**config.mk**
```make
export PLATFORM = sky130hd
export DESIGN_NAME = shift_cc_unit
export DESIGN_NICKNAME = d
export VERILOG_FILES = /design/src/rtl/shift_cc_pkg.sv /design/src/rtl/shift_cc_ctrl.sv /design/src/rtl/shift_cc_datapath.sv /design/src/rtl/shift_cc_unit.sv
export SDC_FILE = /design/constraint.sdc
export NUM_CORES = 1
export LEC_CHECK = 0
export ABC_AREA = 1
export BUFFER_PORTS_ARGS = -buffer_cell sky130_fd_sc_hd__clkbuf_2
export CORE_MARGIN = 5
export CORE_UTILIZATION = 55
export DETAILED_ROUTE_END_ITERATION = 16
export HOLD_SLACK_MARGIN = 0.15
export PLACE_DENSITY = 0.77
export REMOVE_ABC_BUFFERS = 1
export SYNTH_ARGS = -nofsm -noshare
export SYNTH_HDL_FRONTEND = slang
export SYNTH_SLANG_ARGS = --single-unit
```
**constraint.sdc**
```tcl
create_clock -name clk -period 3.1 [get_ports clk]
set_clock_uncertainty 0.05 [all_clocks]
set_input_delay 0.31 -clock clk [delete_from_list [all_inputs] [get_ports clk]]
set_output_delay 0.31 -clock clk [all_outputs]
set_load 0.01 [all_outputs]
```
**src/rtl/shift_cc_pkg.sv**
```systemverilog
package shift_cc_pkg;

  typedef enum logic [1:0] {
    KIND_LSL = 2'b00,
    KIND_LSR = 2'b01,
    KIND_ASR = 2'b10,
    KIND_RSV = 2'b11
  } shiftKindE;

  typedef struct packed {
    logic      capture;
    logic      updFlags;
    shiftKindE kind;
  } ctrlStrobeT;

  typedef struct packed {
    logic x;
    logic n;
    logic z;
    logic v;
    logic c;
  } ccFlagsT;

endpackage

```
**src/rtl/shift_cc_ctrl.sv**
```systemverilog
module shift_cc_ctrl
  import shift_cc_pkg::*;
(
  input  logic       clk,
  input  logic       rstN,
  input  logic       inValid,
  input  logic [1:0] inKind,
  output ctrlStrobeT strobes,
  output logic       validQ
);

  shiftKindE kindDec;

  always_comb begin
    kindDec          = shiftKindE'(inKind);
    strobes.kind     = kindDec;
    strobes.capture  = inValid;
    strobes.updFlags = inValid && (kindDec != KIND_RSV);
  end

  always_ff @(posedge clk) begin
    if (!rstN) validQ <= 1'b0;
    else       validQ <= inValid;
  end

endmodule

```
**src/rtl/shift_cc_datapath.sv**
```systemverilog
module shift_cc_datapath
  import shift_cc_pkg::*;
#(
  parameter int DATA_W   = 32,
  parameter int CNT_IN_W = 8
) (
  input  logic                clk,
  input  logic                rstN,
  input  ctrlStrobeT          strobes,
  input  logic [DATA_W-1:0]   operand,
  input  logic [CNT_IN_W-1:0] count,
  input  logic                extendIn,
  output logic [DATA_W-1:0]   resultQ,
  output ccFlagsT             flagsQ
);

  localparam int SPAN  = 2 * DATA_W;
  localparam int SH_W  = $clog2(SPAN);

  logic [SH_W-1:0]          shAmt;
  logic [DATA_W:0]          lslWide;
  logic [DATA_W:0]          lsrWide;
  logic signed [DATA_W:0]   asrSrc;
  logic signed [DATA_W:0]   asrWide;
  logic [DATA_W-1:0]        resNext;
  logic                     carryNext;
  logic                     ovfNext;
  ccFlagsT                  flagsNext;

  always_comb begin
    shAmt   = SH_W'(count % CNT_IN_W'(SPAN));
    lslWide = {1'b0, operand} << shAmt;
    lsrWide = {operand, 1'b0} >> shAmt;
    asrSrc  = {operand, 1'b0};
    asrWide = asrSrc >>> shAmt;

    resNext   = operand;
    carryNext = 1'b0;
    ovfNext   = 1'b0;
    case (strobes.kind)
      KIND_LSL: begin
        resNext   = lslWide[DATA_W-1:0];
        carryNext = lslWide[DATA_W];
      end
      KIND_LSR: begin
        resNext   = lsrWide[DATA_W:1];
        carryNext = lsrWide[0];
      end
      KIND_ASR: begin
        resNext   = asrWide[DATA_W:1];
        carryNext = asrWide[0];
        ovfNext   = asrWide[DATA_W] ^ operand[DATA_W-1];
      end
      default: begin
        resNext   = operand;
        carryNext = 1'b0;
      end
    endcase

    flagsNext.c = carryNext;
    flagsNext.x = (shAmt != '0) ? carryNext : extendIn;
    flagsNext.n = resNext[DATA_W-1];
    flagsNext.z = (resNext == '0);
    flagsNext.v = ovfNext;
  end

  always_ff @(posedge clk) begin
    if (!rstN) begin
      resultQ <= '0;
      flagsQ  <= '0;
    end else begin
      if (strobes.capture)  resultQ <= resNext;
      if (strobes.updFlags) flagsQ  <= flagsNext;
    end
  end

endmodule

```
**src/rtl/shift_cc_unit.sv**
```systemverilog
module shift_cc_unit
  import shift_cc_pkg::*;
#(
  parameter int DATA_W   = 32,
  parameter int CNT_IN_W = 8
) (
  input  logic                clk,
  input  logic                rstN,
  input  logic                inValid,
  input  logic [DATA_W-1:0]   inOperand,
  input  logic [CNT_IN_W-1:0] inCount,
  input  logic [1:0]          inKind,
  input  logic                inExtend,
  output logic                outValid,
  output logic [DATA_W-1:0]   outResult,
  output logic                outCarry,
  output logic                outExtend,
  output logic                outNeg,
  output logic                outZero,
  output logic                outOvf
);

  ctrlStrobeT strobes;
  ccFlagsT    flagsQ;

  shift_cc_ctrl u_ctrl (
    .clk     (clk),
    .rstN    (rstN),
    .inValid (inValid),
    .inKind  (inKind),
    .strobes (strobes),
    .validQ  (outValid)
  );

  shift_cc_datapath #(
    .DATA_W   (DATA_W),
    .CNT_IN_W (CNT_IN_W)
  ) u_dp (
    .clk      (clk),
    .rstN     (rstN),
    .strobes  (strobes),
    .operand  (inOperand),
    .count    (inCount),
    .extendIn (inExtend),
    .resultQ  (outResult),
    .flagsQ   (flagsQ)
  );

  assign outCarry  = flagsQ.c;
  assign outExtend = flagsQ.x;
  assign outNeg    = flagsQ.n;
  assign outZero   = flagsQ.z;
  assign outOvf    = flagsQ.v;

endmodule

```
# --- Word level (Yosys, flattened, before mapping) ---
# Cells that the tools add are included.
classes:
  eq_ne: 3
  n_shift: 3
  mux: 4
  bitwise: 1
  n_reduce_logical: 4
ops:
  columns: ["cell", "count"]
  rows:
  - ["32-bit one-hot mux with 3 select lines", 1]
  - ["32-bit by 6-bit << shifter with 33-bit output", 1]
  - ["33-bit by 6-bit right shift with 33-bit output", 1]
  - ["33-bit by 6-bit >>> shifter with 33-bit output", 1]
  - ["32-bit zero test", 1]
  - ["6-bit nonzero test", 1]
  - ["1-bit one-hot mux with 3 select lines", 1]
  - ["2-bit by 1-bit equality test with 1-bit output (second input constant)", 1]
  - ["2-bit equality test (second input constant)", 1]
  - ["2-bit zero test", 1]
  - ["1-bit two-way mux", 2]
  - ["2-bit inequality test (second input constant)", 1]
  - ["1-bit logical AND", 1]
  - ["1-bit XOR", 1]
totals:
  reg_bits: 38
  input_bits: 46
  out_inout_bits: 38
  elab_cells: 22

# --- Depth between registers and ports, before layout ---
# Gate-level depths: netlist of the first run.
logic_depth:
  depth_word: 3
  mapped_depth: 21
  mapped_depth_nobuf: 20

# --- Cells and area by module ---
# From an unflattened synthesis of the first run, not the netlist that was laid out.
hier_totals:
  cells_unflattened: 1083
  hier_area_um2: 5629.1
by_module_without_submodules:
  columns: ["mod", "instances", "cells_per_inst", "area_per_inst_um2"]
  rows:
  - ["shift_cc_datapath", 1, 1075, 5566.6]
  - ["shift_cc_ctrl", 1, 8, 62.6]

# --- Worst setup path before layout of the first run ---
# No wires, ideal clock.
synth_timing:
  kind: "input to register"
  start: "in inCount[0]"
  end: "reg, netlist name u_dp.flagsQ[2]"
  setup_time_ns: 0.113
  arrival_time_ns: 1.666
  path_slack_ns: 1.271
  stages: 18
  cell_sequence: "buf_6 -> inv_4 -> buf_12 -> nand2_4 -> nand3_1 -> nand3_1 -> nand2_1 -> nand2_1 -> nand2_1 -> nand2_1 -> nand3_1 -> nand2_1 -> o21ai_0 -> inv_1 -> nand2_1 -> nor2_1 -> nand3_1 -> nand2_1"
synth_via:
  elab_chain_cells: 3
  elab_cells_between_ends: 5
  cone_classes: "3 x shift; 1 x mux; 1 x reduce/logical"
synth_rtl:
  columns: ["element", "line", "rtl"]
  rows:
  - ["start, declared", "shift_cc_unit.sv:11", "input logic [CNT_IN_W-1:0] inCount,"]
  - ["33-bit by 6-bit >>> shifter with 33-bit output, or another cell as far along", "shift_cc_datapath.sv:35", "asrWide = asrSrc >>> shAmt;"]
  - ["32-bit one-hot mux with 3 select lines *", "shift_cc_datapath.sv:40", "case (strobes.kind)"]
  - ["32-bit zero test *", "shift_cc_datapath.sv:63", "flagsNext.z = (resNext == '0);"]
# Every way passes the cells marked *; elsewhere a longest branch is shown, timed or not.
# A chain may end at the register's enable or synchronous reset.

# --- Worst setup path after layout of the first run ---
layout_timing:
  start: "in inCount[0]"
  end: "reg, netlist name u_dp.flagsQ[2]"
layout_via:
  elab_chain_cells: 3
  elab_cells_between_ends: 5
  cone_classes: "3 x shift; 1 x mux; 1 x reduce/logical"
layout_rtl:
  columns: ["element", "line"]
  rows:
  - ["33-bit by 6-bit >>> shifter with 33-bit output, or another cell as far along", "shift_cc_datapath.sv:35"]
  - ["32-bit one-hot mux with 3 select lines *", "shift_cc_datapath.sv:40"]
  - ["32-bit zero test *", "shift_cc_datapath.sv:63"]
# Marked as above.

==> impl_table.tex, run 1 <==
\begin{tabular}{lr}
\hline
Metric & Value \\
\hline
\multicolumn{2}{l}{\textbf{Synth}} \\
Number of distinct library cells after synthesis & 34 \\
Post-synth EDFFs & 0 \\
Synth Instances & 1,082 \\
Synth Cell Area & 0.00569 sq mm \\
Top flip-flop cell by instance count after synthesis & dfxtp\_1 \\
Fraction of synthesized cell area taken by the top area cell type & between 20\% and 30\% \\
Cells taking the most area after synthesis & nand3\_1 26\%, nand2\_1 23\%, dfxtp\_1 13\% \\
Async set-reset flop share out of synthesis & 0\% \\
Sequential area share after synthesis & between 10\% and 20\% \\
Yosys Warn Count & 0 \\
Average size of a mapped cell & 5.26 sq um \\
Cell taking the most area after synthesis & nand3\_1 \\
Total of flip-flops plus latches after synthesis & 37 \\
\multicolumn{2}{l}{\textbf{STA}} \\
Max Fclk & 0.413 GHz \\
Unrepaired setup endpoints after global routing & false \\
Final Hold Violating Endpoints & 0 \\
Worst Max-Slew Pin Slew & 0.524 ns \\
Min Clock Period, post-route & 2.42 ns \\
Post-Route Setup TNS & 0 ns \\
Final clock period utilization by the worst path & 78.1\% \\
Post-route setup slack & 0.680 ns \\
Final Max Slew Viols & 0 \\
Smallest hold slack & 0.326 ns \\
Worst slew margin relative to its limit & 65.1\% \\
Final Setup Violations & 0 \\
\multicolumn{2}{l}{\textbf{Pwr}} \\
Total power divided by cell area & 293 mW/mm\^{}2 \\
Switching fraction of total power & 47.4\% \\
Net Switching & just under 0.0009 W \\
Internal power consumption & around 0.00096 W \\
Seq pwr share & 28.7\% \\
Part of the total power dissipated in the clock network & roughly 18\% \\
Standby leakage power & 3.35 nW \\
VDD IR-drop max & 0.000210 V \\
Combinational power share & 53.0\% \\
\multicolumn{2}{l}{\textbf{Drt}} \\
Drt drc & 0 \\
Routed wire length per instance & 18.8 um \\
1st-pass router iterations & 8 \\
Count of nets left with antenna violations after detail routing & 0 \\
Post-DR vias/cell & $\sim$6.1 \\
Vias post-DR & 7,757 \\
First-iteration detailed-routing DRC count & 1,083 \\
Final routed wirelength across all metal layers & 23.9 mm \\
\multicolumn{2}{l}{\textbf{Clock network}} \\
TritonCTS clock tree & built \\
Reg clk slew, reported paths & 0.08 ns \\
Clock Sink Count & 37 \\
H-tree depth & 2 \\
Number of hold-repair buffers added at the cts stage & 0 \\
Post-CTS repair timing setup buffer count & 0 \\
Resized cells post-CTS & 0 \\
Cts bufs inserted & 5 \\
Clock buffer depth & 2 \\
Clock network latency to the later pin of the worst-skew pair & slightly below 0.3 ns \\
Cell at the root of the clock tree & clkbuf\_8 \\
\multicolumn{2}{l}{\textbf{Floorplan}} \\
Effective utilization at floorplan & 55.6\% \\
Count of pins on the block boundary & 84 \\
Die footprint & between 0.01 and 0.015 sq mm \\
Number of standard-cell rows in the floorplan & 37 \\
DIE HEIGHT & 112 um \\
Total core area & 0.0102 sq mm \\
Die width & 112 um \\
\multicolumn{2}{l}{\textbf{Global routing}} \\
Global-route congestion overflow total & 0 \\
Maximum number of pins on one net before global-route repair & 58 \\
Number of antenna violations at the first check in global routing & 0 \\
Global-route wire length before repair & around 37 mm \\
Total global routing track utilization & 37.0\% \\
Via count of the first global-routing pass & approximately 7k \\
\multicolumn{2}{l}{\textbf{Flow run}} \\
Max-cap violation count & 0 \\
\multicolumn{2}{l}{\textbf{Placed design}} \\
Post-DP HPWL & 19.1 mm \\
Pre-CTS WS & about 0.51 ns \\
Number of buffers inserted by port buffering & 80 \\
Final weighted congestion of routability-driven global placement & 1.07 \\
\multicolumn{2}{l}{\textbf{Setup path}} \\
Slowest cell delay on critical path & 0.33 ns \\
Worst-path cell with the longest stage delay & buf\_4 \\
Kind of cell adding the most delay to the critical path & simple AND/OR/NAND/NOR gates \\
Worst path buffer plus inverter count & 3 \\
Cell-by-cell listing of the critical path & clkbuf\_2 -> buf\_4 -> buf\_4 -> nand2\_1 -> nand3\_1 -> nand3\_1 -> nand2\_1 -> nand2\_1 -> nand2\_1 -> nand2\_1 -> nand2\_1 -> nand2\_1 -> nand2\_1 -> nand2\_1 -> nand2\_1 -> nor2\_1 -> nand2\_1 -> nor2\_1 -> nand3\_1 -> nand2\_1 \\
CP endpoint kind & flip-flop \\
Crit-path max FO & 21 \\
Required time reported for the critical path endpoint & 3.23 ns \\
Worst setup path class & in2reg \\
CP Launch Type & input pin \\
Data arrival time of the critical path & $\sim$2.6 ns \\
Dominant cell type by count on the critical path & nand2\_1 \\
\multicolumn{2}{l}{\textbf{Layout}} \\
NumNets Final & 1,180 \\
Layout cells sized above 1 & 17.6\% \\
Antenna cells & 0 \\
Count of fill cells added during filler insertion & 1,180 \\
Area growth from synthesis to layout & 10.0\% \\
\multicolumn{2}{l}{\textbf{Hold path}} \\
Worst min-delay path class & in2reg \\
\multicolumn{2}{l}{\textbf{Run status}} \\
Run status & complete, no violations \\
\hline
\end{tabular}
-- cell families after synthesis --
family	after synthesis	share of synthesized area, %
simple gates	796	64.8
buf+inv	126	10.5
compound gates	122	11.7
flops	37	13.0
other cells	1	0.0659
-- placed cells by master (no fill, tap or decap), drive strengths merged --
master	netlist	layout
a31oi	2	2
a21boi	1	1
clkbuf	22	86
or2	16	16
a21oi	44	44
buf	45	32
nand3	317	317
o2111ai	1	1
nand4	3	3
o21ai	59	59
nand2	381	381
nor3	2	2
conb	1	1
o211ai	14	14
inv	58	58
and2	3	3
o211a	1	1
nor2	73	73
dfxtp	37	37
nand3b	1	1
clkinv	1	3
-- Yosys cell counts (all sizes together), types with 2 or more instances --
master  count
nand3     317
nand2     381
buf        45
nor3        2
a21oi      44
clkbuf     22
or2        16
dfxtp      37
and2        3
nand4       3
inv        58
o211ai     14
o21ai      59
a31oi       2
nor2       73
-- layout make-up --
class | instances | area [sq um] | share of cell area, %
Multi-Input combinational cell | 919 | 4350 | 69.5
Sequential cell | 37 | 741 | 11.8
Timing Repair Buffer | 112 | 691 | 11.0
Inverter | 59 | 224 | 3.58
Tap cell | 136 | 170 | 2.72
Clock buffer | 6 | 72.6 | 1.16
Clock inverter | 2 | 10.0 | 0.160
-- tightest hold or removal path, stage by stage --
cell	delay [ns]
clkbuf_2	0.14
nand2_1	0.09
a31oi_1	0.08
-- through the flow --
stage               instance area, sq um  total power, W  instances  util, %
finish                              6260         0.00183       1271     61.2
global route                        6260         0.00195       1271     61.2
CTS                                 6260         0.00180       1271     61.2
detailed placement                  6180         0.00147       1263     60.4
global placement                    6180         0.00147       1263     60.4
floorplan                           5320         0.00109       1015        -
-- worst paths after layout --
path | end | start | cells past startpoint | slack, ns
max | u_dp.flagsQ[2] | inCount[0] | 20 | 0.68
min | u_dp.resultQ[14] | inOperand[14] | 3 | 0.33
min reg2reg | u_dp.resultQ[4] | u_dp.resultQ[4] | 2 | 0.44
max reg2reg | u_dp.flagsQ[3] | u_dp.flagsQ[3] | 4 | 2.35
-- sequential cells by signal, indices dropped and copies added (netlist names) --
register,count
u_ctrl.validQ,1
u_dp.resultQ,32
u_dp.flagsQ,4
-- power by group through the flow --
stage | sequential (W) | clock (W) | combinational, W
finish | 0.000526 | 0.000336 | 0.000972
global route | 0.000531 | 0.000361 | 0.00106
CTS | 0.000526 | 0.000332 | 0.000941
detailed placement | 0.000537 | 0 | 0.000937
global placement | 0.000535 | 0 | 0.000935
floorplan | 0.000551 | 0 | 0.000540
-- layer usage --
layer / routed length (um) / global-route usage (%) / vias to the layer above
met5: 0 / 0 / -
met2: 10200 / 55.7 / 535
li1: - / - / 3716
met4: 1300 / 17.3 / 0
met3: 2650 / 6.14 / 79
met1: 9800 / 51.4 / 3427
(Power assumes the default switching activity.)
==> run 2, diff against run 1 <==
ABC_AREA = 0   (was 1)
clock period = 2.5 ns   (was 3.1 ns; I/O delays follow)
==> impl_table.tex, run 2 <==
\begin{tabular}{lr}
\hline
Metric & Value \\
\hline
\multicolumn{2}{l}{\textbf{Clock network}} \\
Clock Sink Count & 37 (unchanged) \\
Cts bufs inserted & 5 (unchanged) \\
Number of hold-repair buffers added at the cts stage & 0 (unchanged) \\
Cell at the root of the clock tree & clkbuf\_8 (unchanged) \\
H-tree depth & 2 (unchanged) \\
Clock buffer depth & 2 (unchanged) \\
\multicolumn{2}{l}{\textbf{Synth}} \\
Cell taking the most area after synthesis & mux4\_2 (was nand3\_1) \\
Synth Instances & 736 (was 1,082) \\
Async set-reset flop share out of synthesis & 0\% (unchanged) \\
Total of flip-flops plus latches after synthesis & 37 (unchanged) \\
Leading cell type by number of instances after synthesis & nor2\_1 (was nand2\_1) \\
Top cell types by occurrence after synthesis & 91 x nor2\_1, 74 x nand2\_1, 67 x mux2i\_1, 48 x o21ai\_0, 45 x a21oi\_1 (was 353 x nand2\_1, 300 x nand3\_1, 65 x nor2\_1, 47 x inv\_1, 47 x o21ai\_0) \\
Sequential area share after synthesis & 12.6\% (was 13.0\%) \\
Synth Cell Area & 0.00586 sq mm (was 0.00569 sq mm) \\
Yosys Warn Count & 0 (unchanged) \\
Post-synth EDFFs & 0 (unchanged) \\
Top flip-flop cell by instance count after synthesis & dfxtp\_1 (unchanged) \\
Cells taking the most area after synthesis & mux4\_2 15\%, dfxtp\_1 13\%, mux2i\_1 11\% (was nand3\_1 26\%, nand2\_1 23\%, dfxtp\_1 13\%) \\
Fraction of synthesized cell area taken by the top area cell type & 14.6\% (was 26.4\%) \\
Number of distinct library cells after synthesis & 77 (was 34) \\
Average size of a mapped cell & 7.97 sq um (was 5.26 sq um) \\
\multicolumn{2}{l}{\textbf{STA}} \\
Classification of the worst endpoint & register input \\
Worst endpoint after global-route timing repair & u\_dp.flagsQ[2]\$\_SDFFE\_PN0P\_/D \\
\multicolumn{2}{l}{\textbf{Floorplan}} \\
DIE HEIGHT & 113 um (was 112 um) \\
Die width & 113 um (was 112 um) \\
Count of pins on the block boundary & 84 (unchanged) \\
Effective utilization at floorplan & 56.5\% (was 55.6\%) \\
Number of standard-cell rows in the floorplan & 37 (unchanged) \\
\multicolumn{2}{l}{\textbf{Global routing}} \\
Total global routing track utilization & 73.1\% \\
Global-route congestion overflow total & 10 \\
Maximum number of pins on one net before global-route repair & between 50 and 60 \\
\multicolumn{2}{l}{\textbf{Run status}} \\
Tool error & [ERROR GRT-0232] Routing congestion too high. Check the congestion heatmap in the GUI. \\
Run status & did not finish (was complete, no violations) \\
Stage where the flow stopped & 5\_1\_grt \\
\multicolumn{2}{l}{\textbf{Placed design}} \\
Post-DP HPWL & 23.2 mm (was 19.1 mm) \\
Pre-CTS WS & -0.826 ns (was 0.510 ns) \\
Final weighted congestion of routability-driven global placement & 1.35 (was 1.07) \\
Placed cell area & 0.00840 sq mm (was 0.00618 sq mm) \\
Number of buffers inserted by port buffering & 80 (unchanged) \\
\hline
\end{tabular}
[run 2: kinds of logic after synthesis]
| kind of cell | share of synthesized area (%) |
|---|---|
| and+or+nand+nor | 19.7 |
| AOI/OAI and AO/OA | 26.2 |
| muxes | 34.9 |
| buffers and inverters | 6.17 |
| DFF | 12.6 |
| xor gates and xnor gates | 0.299 |
| other | 0.0640 |
[run 2: stage by stage]
stage | cells | util (%) | hold WS, ns
global placement | 1172 | 81.0 | 0.403
CTS | 1189 | 85.1 | 0.178
floorplan | 666 | - | 0.289
detailed placement | 1172 | 81.0 | 0.414
[run 2: repair_timing]
item,CTS
setup endpoints to repair,17
buffers inserted,7
pin swaps,13
gates cloned,2
resized for setup,50
[run 2: metal layers]
metal	overflow	GRT usage [%]
met5	0	25.1
met4	3	73.8
met3	0	62.9
met2	7	86.3
met1	0	72.1
==> run 3, diff against run 2 <==
CORE_UTILIZATION = 40   (was 55)
HOLD_SLACK_MARGIN = not set   (was 0.15)
PLACE_DENSITY = not set   (was 0.77)
PLACE_DENSITY_LB_ADDON = 0.15   (was not set)
==> impl_table.tex, run 3 <==
\begin{tabular}{lr}
\hline
Metric & Value \\
\hline
\multicolumn{2}{l}{\textbf{Run status}} \\
Run status & finished with violations (was did not finish) \\
Violations in the final reports & setup timing \\
\multicolumn{2}{l}{\textbf{Pwr}} \\
VDD IR-drop max & 0.000334 V \\
Standby leakage power & 4.11 nW \\
Combinational power share & 61.6\% \\
Internal power consumption & 0.00197 W \\
Seq pwr share & between 15 and 20\% \\
Net Switching & 0.00138 W \\
Switching fraction of total power & 41.1\% \\
Total power divided by cell area & 363 mW/mm\^{}2 \\
Part of the total power dissipated in the clock network & 18.9\% \\
\multicolumn{2}{l}{\textbf{Flow run}} \\
Max-cap violation count & 0 \\
\multicolumn{2}{l}{\textbf{Global routing}} \\
Global-route wire length before repair & 50.0 mm \\
Number of antenna violations at the first check in global routing & 1 \\
Via count of the first global-routing pass & $\sim$8k \\
Total global routing track utilization & 39.4\% \\
Maximum number of pins on one net before global-route repair & 52 \\
Global-route congestion overflow total & 0 \\
\multicolumn{2}{l}{\textbf{Synth}} \\
Leading cell type by number of instances after synthesis & nor2\_1 (unchanged) \\
Combinational family with the most area after synthesis & multiplexers (unchanged) \\
Number of distinct library cells after synthesis & 77 (unchanged) \\
Cell taking the most area after synthesis & mux4\_2 (unchanged) \\
Average size of a mapped cell & 7.97 sq um (unchanged) \\
Synth Cell Area & 0.00586 sq mm (unchanged) \\
Sequential area share after synthesis & 12.6\% (unchanged) \\
Post-synth EDFFs & 0 (unchanged) \\
Fraction of synthesized cell area taken by the top area cell type & 14.6\% (unchanged) \\
Yosys Warn Count & 0 (unchanged) \\
Fraction of the mapped netlist area in adder cells & 0\% (unchanged) \\
Compound-Gate Fraction of Synth Area & 26.2\% (unchanged) \\
Xor/xnor share of the synthesized area & 0.299\% (unchanged) \\
Async set-reset flop share out of synthesis & 0\% (unchanged) \\
Synth Instances & 736 (unchanged) \\
Cells taking the most area after synthesis & mux4\_2 15\%, dfxtp\_1 13\%, mux2i\_1 11\% (unchanged) \\
Top cell types by occurrence after synthesis & 91 x nor2\_1, 74 x nand2\_1, 67 x mux2i\_1, 48 x o21ai\_0, 45 x a21oi\_1 (unchanged) \\
Simple-gate share of the synthesized area & 19.7\% (unchanged) \\
Top flip-flop cell by instance count after synthesis & dfxtp\_1 (unchanged) \\
Total of flip-flops plus latches after synthesis & 37 (unchanged) \\
Mux contribution to synthesized area & 34.9\% (unchanged) \\
\multicolumn{2}{l}{\textbf{Layout}} \\
Largest registers in the final layout & u\_dp.resultQ: 32 flops, u\_dp.flagsQ: 4 flops, u\_ctrl.validQ: 1 flops \\
Commonest cells after routing, fill and taps aside & 310 x buf\_4, 88 x nor2\_1, 77 x clkbuf\_2 \\
Post-route cell area & 0.00923 sq mm \\
Count of fill cells added during filler insertion & $\sim$1.3k \\
NumNets Final & 1,130 \\
Area growth from synthesis to layout & 57.4\% \\
Largest register FFs & 32 \\
Register cell area after layout & 741 sq um \\
Layout cells sized above 1 & 50.5\% \\
Largest Register & u\_dp.resultQ \\
Multi-input gate area in the final layout & about 0.0050 sq mm \\
Leading cell type in the layout, fill and taps excluded & buf\_4 \\
\multicolumn{2}{l}{\textbf{STA}} \\
Final Setup Violations & 6 \\
Final clock period utilization by the worst path & 119\% \\
Worst slew margin relative to its limit & 55.4\% \\
Min Clock Period, post-route & 2.96 ns \\
Final Hold Violating Endpoints & 0 \\
Unrepaired setup endpoints after global routing & true \\
Post-Route Setup TNS & -0.589 ns \\
Max Fclk & 0.337 GHz \\
Post-route setup slack & -0.464 ns \\
Final Max Slew Viols & 0 \\
Worst Max-Slew Pin Slew & 0.660 ns \\
\multicolumn{2}{l}{\textbf{Clock network}} \\
Clock buffer depth & 2 (unchanged) \\
Clock Sink Count & 37 (unchanged) \\
Reg clk slew, reported paths & around 0.060 ns \\
Clock network latency to the later pin of the worst-skew pair & 0.29 ns \\
H-tree depth & 2 (unchanged) \\
Cts bufs inserted & 5 (unchanged) \\
Cell at the root of the clock tree & clkbuf\_16 (was clkbuf\_8) \\
TritonCTS clock tree & built \\
Number of hold-repair buffers added at the cts stage & 0 (unchanged) \\
\multicolumn{2}{l}{\textbf{Drt}} \\
First-iteration detailed-routing DRC count & 1,154 \\
Count of nets left with antenna violations after detail routing & 0 \\
Post-DR vias/cell & 6.53 \\
Vias post-DR & 8,294 \\
1st-pass router iterations & 6 \\
Drt drc & 0 \\
Final routed wirelength across all metal layers & $\sim$34 mm \\
Routed wire length per instance & between 20 and 30 um \\
\multicolumn{2}{l}{\textbf{Setup path}} \\
Crit-path max FO & 14 \\
Worst setup path class & in2reg \\
Required time reported for the critical path endpoint & about 2.7 ns \\
CP endpoint kind & flip-flop \\
Data arrival time of the critical path & 3.11 ns \\
CP Launch Type & input pin \\
\multicolumn{2}{l}{\textbf{Floorplan}} \\
Die width & 131 um (was 113 um) \\
Die footprint & 0.0172 sq mm \\
DIE HEIGHT & 131 um (was 113 um) \\
Number of standard-cell rows in the floorplan & 44 (was 37) \\
Effective utilization at floorplan & 40.5\% (was 56.5\%) \\
Count of pins on the block boundary & 84 (unchanged) \\
Total core area & 0.0145 sq mm \\
\multicolumn{2}{l}{\textbf{Placed design}} \\
Placed cell area & 0.00862 sq mm (was 0.00840 sq mm) \\
Number of buffers inserted by port buffering & 80 (unchanged) \\
Post-DP HPWL & 27.9 mm (was 23.2 mm) \\
Pre-CTS WS & -1.00 ns (was -0.826 ns) \\
Final weighted congestion of routability-driven global placement & 1.15 (was 1.35) \\
\multicolumn{2}{l}{\textbf{Hold path}} \\
Worst min-delay path class & in2reg \\
\hline
\end{tabular}
## run 3: area by class of cell
type,count,area share (%)
multi-input combinational,620,54.5
timing repair buffer,411,33.0
clock buffer,6,1.40
clock inverter,2,0.108
inverter,9,0.366
tap,184,2.49
sequential,37,8.03
antenna,1,0.0271
## run 3: final timing paths
check                   start               end  slack, ns  cells past startpoint
min reg2reg  u_dp.resultQ[21]  u_dp.resultQ[21]       0.43                      2
max reg2reg  u_dp.resultQ[15]  u_dp.resultQ[15]       1.77                      2
min                      rstN     u_ctrl.validQ       0.21                      2
max                inCount[0]    u_dp.flagsQ[2]      -0.46                     14
## run 3: kinds of logic (layout without fill, tap and decap cells)
| kind of cell | Yosys count | after routing |
|---|---|---|
| buffers and inverters | 79 | 428 |
| multiplexers | 143 | 143 |
| flip-flops | 37 | 37 |
| AO/OA/AOI/OAI | 224 | 224 |
| other | 1 | 2 |
| XOR/XNOR | 2 | 2 |
| AND/OR/NAND/NOR | 250 | 250 |
## run 3: through the flow
step | util (%) | hold WS (ns) | std cells | total power (W)
3_3_place_gp | 59.5 | 0.404 | 1249 | 0.00252
3_5_place_dp | 59.5 | 0.409 | 1249 | 0.00253
5_1_grt | 63.7 | 0.221 | 1269 | 0.00346
4_1_cts | 61.5 | 0.199 | 1261 | 0.00320
2_1_floorplan | - | 0.289 | 666 | 0.00139
6_report | 63.7 | 0.206 | 1270 | 0.00335
## run 3: metal layers
metal  GRT usage (%)  up-vias  share of wire [%]
met5               0        -                  0
met4            20.3        0                6.4
met3            7.05      127                 10
met2            61.2      644                 45
met1            52.2     3971                 39
li1                -     3552                  -
## run 3: power by group through the flow
| stage | Combinational [W] | Sequential (W) | Clock (W) |
|---|---|---|---|
| floorplan | 0.000704 | 0.000682 | 0 |
| global placement | 0.00186 | 0.000661 | 0 |
| detailed placement | 0.00186 | 0.000664 | 0 |
| CTS | 0.00191 | 0.000651 | 0.000645 |
| global route | 0.00214 | 0.000656 | 0.000672 |
| finish | 0.00207 | 0.000651 | 0.000635 |
## run 3: what timing repair did
action                                 in CTS  in global routing
endpoints found under the hold margin       0                  0
setup endpoints to repair                  28                 24
pin swaps                                  11                  8
gates resized for setup                    36                 66
buffers inserted                            4                  8
## run 3: worst max-delay path, stage by stage
cell and delay (ns):
buf_12 0.11, buf_12 0.15, buf_4 0.12, mux4_2 0.54, a22oi_1 0.18, o21ai_1 0.17
a211oi_2 0.34, o21ai_0 0.17, buf_4 0.19, nor3_1 0.14, buf_4 0.17, o2111a_1 0.19
nand4b_1 0.13, o31ai_1 0.26
==> run 4, diff against run 3 <==
CORE_MARGIN = not set   (was 5)
==> impl_table.tex, run 4 (synthesis results as in run 3) <==
\begin{tabular}{lr}
\hline
Metric & Value \\
\hline
\multicolumn{2}{l}{\textbf{Run status}} \\
Run status & finished with violations (unchanged) \\
Violations in the final reports & setup timing (unchanged) \\
\multicolumn{2}{l}{\textbf{Drt}} \\
Post-DR vias/cell & 6.62 (was 6.53) \\
Final routed wirelength across all metal layers & 35.8 mm (was 34.3 mm) \\
1st-pass router iterations & 7 (was 6) \\
First-iteration detailed-routing DRC count & 1,370 (was 1,154) \\
Count of nets left with antenna violations after detail routing & 0 (unchanged) \\
Drt drc & 0 (unchanged) \\
Routed wire length per instance & 27.6 um (was 27.0 um) \\
Wire length on met3 & 4.21 mm (was 3.49 mm) \\
Detailed-routed wire length on met2 & 15.3 mm (was 15.4 mm) \\
Met1 layer wirelength in the final routing & 13.3 mm (about the same) \\
Top Metal Used & met4 (unchanged) \\
Vias post-DR & 8,579 (was 8,294) \\
\multicolumn{2}{l}{\textbf{Global routing}} \\
Maximum number of pins on one net before global-route repair & 52 (unchanged) \\
Number of antenna violations at the first check in global routing & 1 (unchanged) \\
Global-route wire length before repair & 50.8 mm (was 50.0 mm) \\
Total global routing track utilization & 46.9\% (was 39.4\%) \\
Via count of the first global-routing pass & 8,051 (was 7,943) \\
Global-route congestion overflow total & 0 (unchanged) \\
\multicolumn{2}{l}{\textbf{Clock network}} \\
TritonCTS clock tree & built (unchanged) \\
Clock buffer depth & 2 (unchanged) \\
Clock network latency to the later pin of the worst-skew pair & 0.29 ns (about the same) \\
Cell at the root of the clock tree & clkbuf\_16 (unchanged) \\
Clock Sink Count & 37 (unchanged) \\
H-tree depth & 2 (unchanged) \\
Number of hold-repair buffers added at the cts stage & 0 (unchanged) \\
Reg clk slew, reported paths & 0.07 ns (was 0.06 ns) \\
Cts bufs inserted & 5 (unchanged) \\
\multicolumn{2}{l}{\textbf{Layout}} \\
Largest Register & u\_dp.resultQ (unchanged) \\
Leading cell type in the layout, fill and taps excluded & buf\_4 (unchanged) \\
Cell Count, Final, Fillers Out & 1,296 (was 1,270) \\
Commonest cells after routing, fill and taps aside & 331 x buf\_4, 87 x nor2\_1, 78 x clkbuf\_2 (was 310 x buf\_4, 88 x nor2\_1, 77 x clkbuf\_2) \\
Area growth from synthesis to layout & 66.2\% (was 57.4\%) \\
Count of fill cells added during filler insertion & 1,209 (was 1,302) \\
NumNets Final & 1,160 (was 1,130) \\
Layout cells sized above 1 & 53.4\% (was 50.5\%) \\
Largest registers in the final layout & u\_dp.resultQ: 32 flops, u\_dp.flagsQ: 4 flops, u\_ctrl.validQ: 1 flops (unchanged) \\
Largest register FFs & 32 (unchanged) \\
\multicolumn{2}{l}{\textbf{Pwr}} \\
Seq pwr share & 18.4\% (was 19.4\%) \\
Net Switching & 0.00146 W (was 0.00138 W) \\
Total power divided by cell area & 364 mW/mm\^{}2 (was 363 mW/mm\^{}2) \\
VDD IR-drop max & 0.000228 V (was 0.000334 V) \\
Combinational power share & 63.4\% (was 61.6\%) \\
Standby leakage power & 4.35 nW (was 4.11 nW) \\
Part of the total power dissipated in the clock network & 18.2\% (was 18.9\%) \\
Internal power consumption & 0.00208 W (was 0.00197 W) \\
Switching fraction of total power & 41.3\% (was 41.1\%) \\
\multicolumn{2}{l}{\textbf{Setup path}} \\
Worst setup path class & in2reg (unchanged) \\
Kind of cell adding the most delay to the critical path & compound AO/OA/AOI/OAI gates (unchanged) \\
CP endpoint kind & flip-flop (unchanged) \\
Slowest cell delay on critical path & 0.37 ns (was 0.54 ns) \\
Crit-path max FO & 18 (was 14) \\
CP Launch Type & input pin (unchanged) \\
Cell-by-cell listing of the critical path & clkbuf\_2 -> buf\_12 -> inv\_2 -> buf\_12 -> buf\_4 -> a21oi\_1 -> o31ai\_2 -> o21ai\_0 -> buf\_4 -> o211ai\_1 -> a21o\_1 -> a2111oi\_4 -> nand4\_1 -> o31ai\_2 (was buf\_12 -> buf\_12 -> buf\_4 -> mux4\_2 -> a22oi\_1 -> o21ai\_1 -> a211oi\_2 -> o21ai\_0 -> buf\_4 -> nor3\_1 -> buf\_4 -> o2111a\_1 -> nand4b\_1 -> o31ai\_1) \\
Data arrival time of the critical path & 3.09 ns (was 3.11 ns) \\
Required time reported for the critical path endpoint & 2.66 ns (was 2.65 ns) \\
Worst path buffer plus inverter count & 6 (was 5) \\
Worst-path cell with the longest stage delay & a21oi\_1 (was mux4\_2) \\
\multicolumn{2}{l}{\textbf{STA}} \\
Max Fclk & 0.342 GHz (was 0.337 GHz) \\
Final Hold Violating Endpoints & 0 (unchanged) \\
Final clock period utilization by the worst path & 117\% (was 119\%) \\
Unrepaired setup endpoints after global routing & true (unchanged) \\
Post-Route Setup TNS & -0.507 ns (was -0.589 ns) \\
Min Clock Period, post-route & 2.93 ns (was 2.96 ns) \\
Post-route setup slack & -0.426 ns (was -0.464 ns) \\
Final Max Slew Viols & 0 (unchanged) \\
Worst slew margin relative to its limit & 51.4\% (was 55.4\%) \\
Final Setup Violations & 3 (was 6) \\
Worst Max-Slew Pin Slew & 0.727 ns (was 0.660 ns) \\
\multicolumn{2}{l}{\textbf{Floorplan}} \\
Total core area & 0.0141 sq mm (was 0.0145 sq mm) \\
Number of standard-cell rows in the floorplan & 43 (was 44) \\
DIE HEIGHT & 123 um (was 131 um) \\
Die footprint & 0.0151 sq mm (was 0.0172 sq mm) \\
Count of pins on the block boundary & 84 (unchanged) \\
Die width & 123 um (was 131 um) \\
Effective utilization at floorplan & 41.6\% (was 40.5\%) \\
\multicolumn{2}{l}{\textbf{Hold path}} \\
Worst min-delay path class & in2reg (unchanged) \\
\multicolumn{2}{l}{\textbf{Placed design}} \\
Final weighted congestion of routability-driven global placement & 1.08 (was 1.15) \\
Cells after DPL & 1,251 (was 1,249) \\
Number of buffers inserted by port buffering & 80 (unchanged) \\
Post-DP HPWL & 28.1 mm (was 27.9 mm) \\
\multicolumn{2}{l}{\textbf{Flow run}} \\
Max-cap violation count & 0 (unchanged) \\
\hline
\end{tabular}
==> run 4: cell types whose count changed in the layout (fill, tap and decap cells not counted), sizes merged <==
cell,before,now
clkinvlp,0,1
clkbuf,84,83
buf,333,363
==> run 4: per-stage QoR <==
| stage | power, W | hold slack (ns) | worst slack [ns] | util, % | area [sq um] |
|---|---|---|---|---|---|
| floorplan | 0.00139 | 0.289 | -0.481 | - | 5540 |
| global placement | 0.00254 | 0.406 | -1.01 | 62.1 | 8750 |
| detailed placement | 0.00256 | 0.412 | -0.940 | 62.1 | 8750 |
| CTS | 0.00337 | 0.203 | -0.271 | 66.5 | 9370 |
| global route | 0.00364 | 0.234 | -0.426 | 69.1 | 9740 |
| finish | 0.00355 | 0.211 | -0.426 | 69.1 | 9750 |
==> run 4: layout make-up <==
class | count | area, sq um | area share [%]
diodes | 1 | 2.50 | 0.0257
inverters | 9 | 33.8 | 0.347
clock buffers | 5 | 125 | 1.28
repair buffers | 441 | 3390 | 34.8
clock inverters | 3 | 17.5 | 0.180
flip-flops and latches | 37 | 741 | 7.60
well taps | 180 | 225 | 2.31
multi-input cells | 620 | 5210 | 53.4
==> run 4: power groups by stage <==
stage | Sequential (W) | Clock [W] | Combinational, W
2_1_floorplan | 0.000682 | 0 | 0.000704
3_3_place_gp | 0.000661 | 0 | 0.00188
3_5_place_dp | 0.000664 | 0 | 0.00190
4_1_cts | 0.000650 | 0.000666 | 0.00205
5_1_grt | 0.000655 | 0.000677 | 0.00231
6_report | 0.000651 | 0.000647 | 0.00225
==> run 4: layer usage <==
layer,track usage (%),up-vias
li1,-,3618
met1,58.5,4081
met2,71.3,710
met3,11.2,170
met4,32.3,0
met5,0,-
==> run 4: worst paths after layout <==
kind                          end            start  cells after the start  slack, ns
setup / recovery   u_dp.flagsQ[2]       inCount[1]                     14      -0.43
setup reg to reg   u_dp.flagsQ[2]   u_dp.flagsQ[2]                      2       1.70
hold reg to reg   u_dp.resultQ[8]  u_dp.resultQ[8]                      2       0.42
hold / removal     u_dp.flagsQ[4]             rstN                      3       0.21
==> run 4: worst reg2reg max path: stages (launching register included) <==
cell and delay, ns:
dfxtp_1 0.40, nand3_1 0.18, o31ai_2 0.10
==> run 4: timing repair <==
action / CTS / global route
setup buffers: 16 / 19
pin swaps: 23 / 14
endpoints found under the setup margin: 18 / 19
gates resized for setup: 76 / 55
cloned: 2 / 0
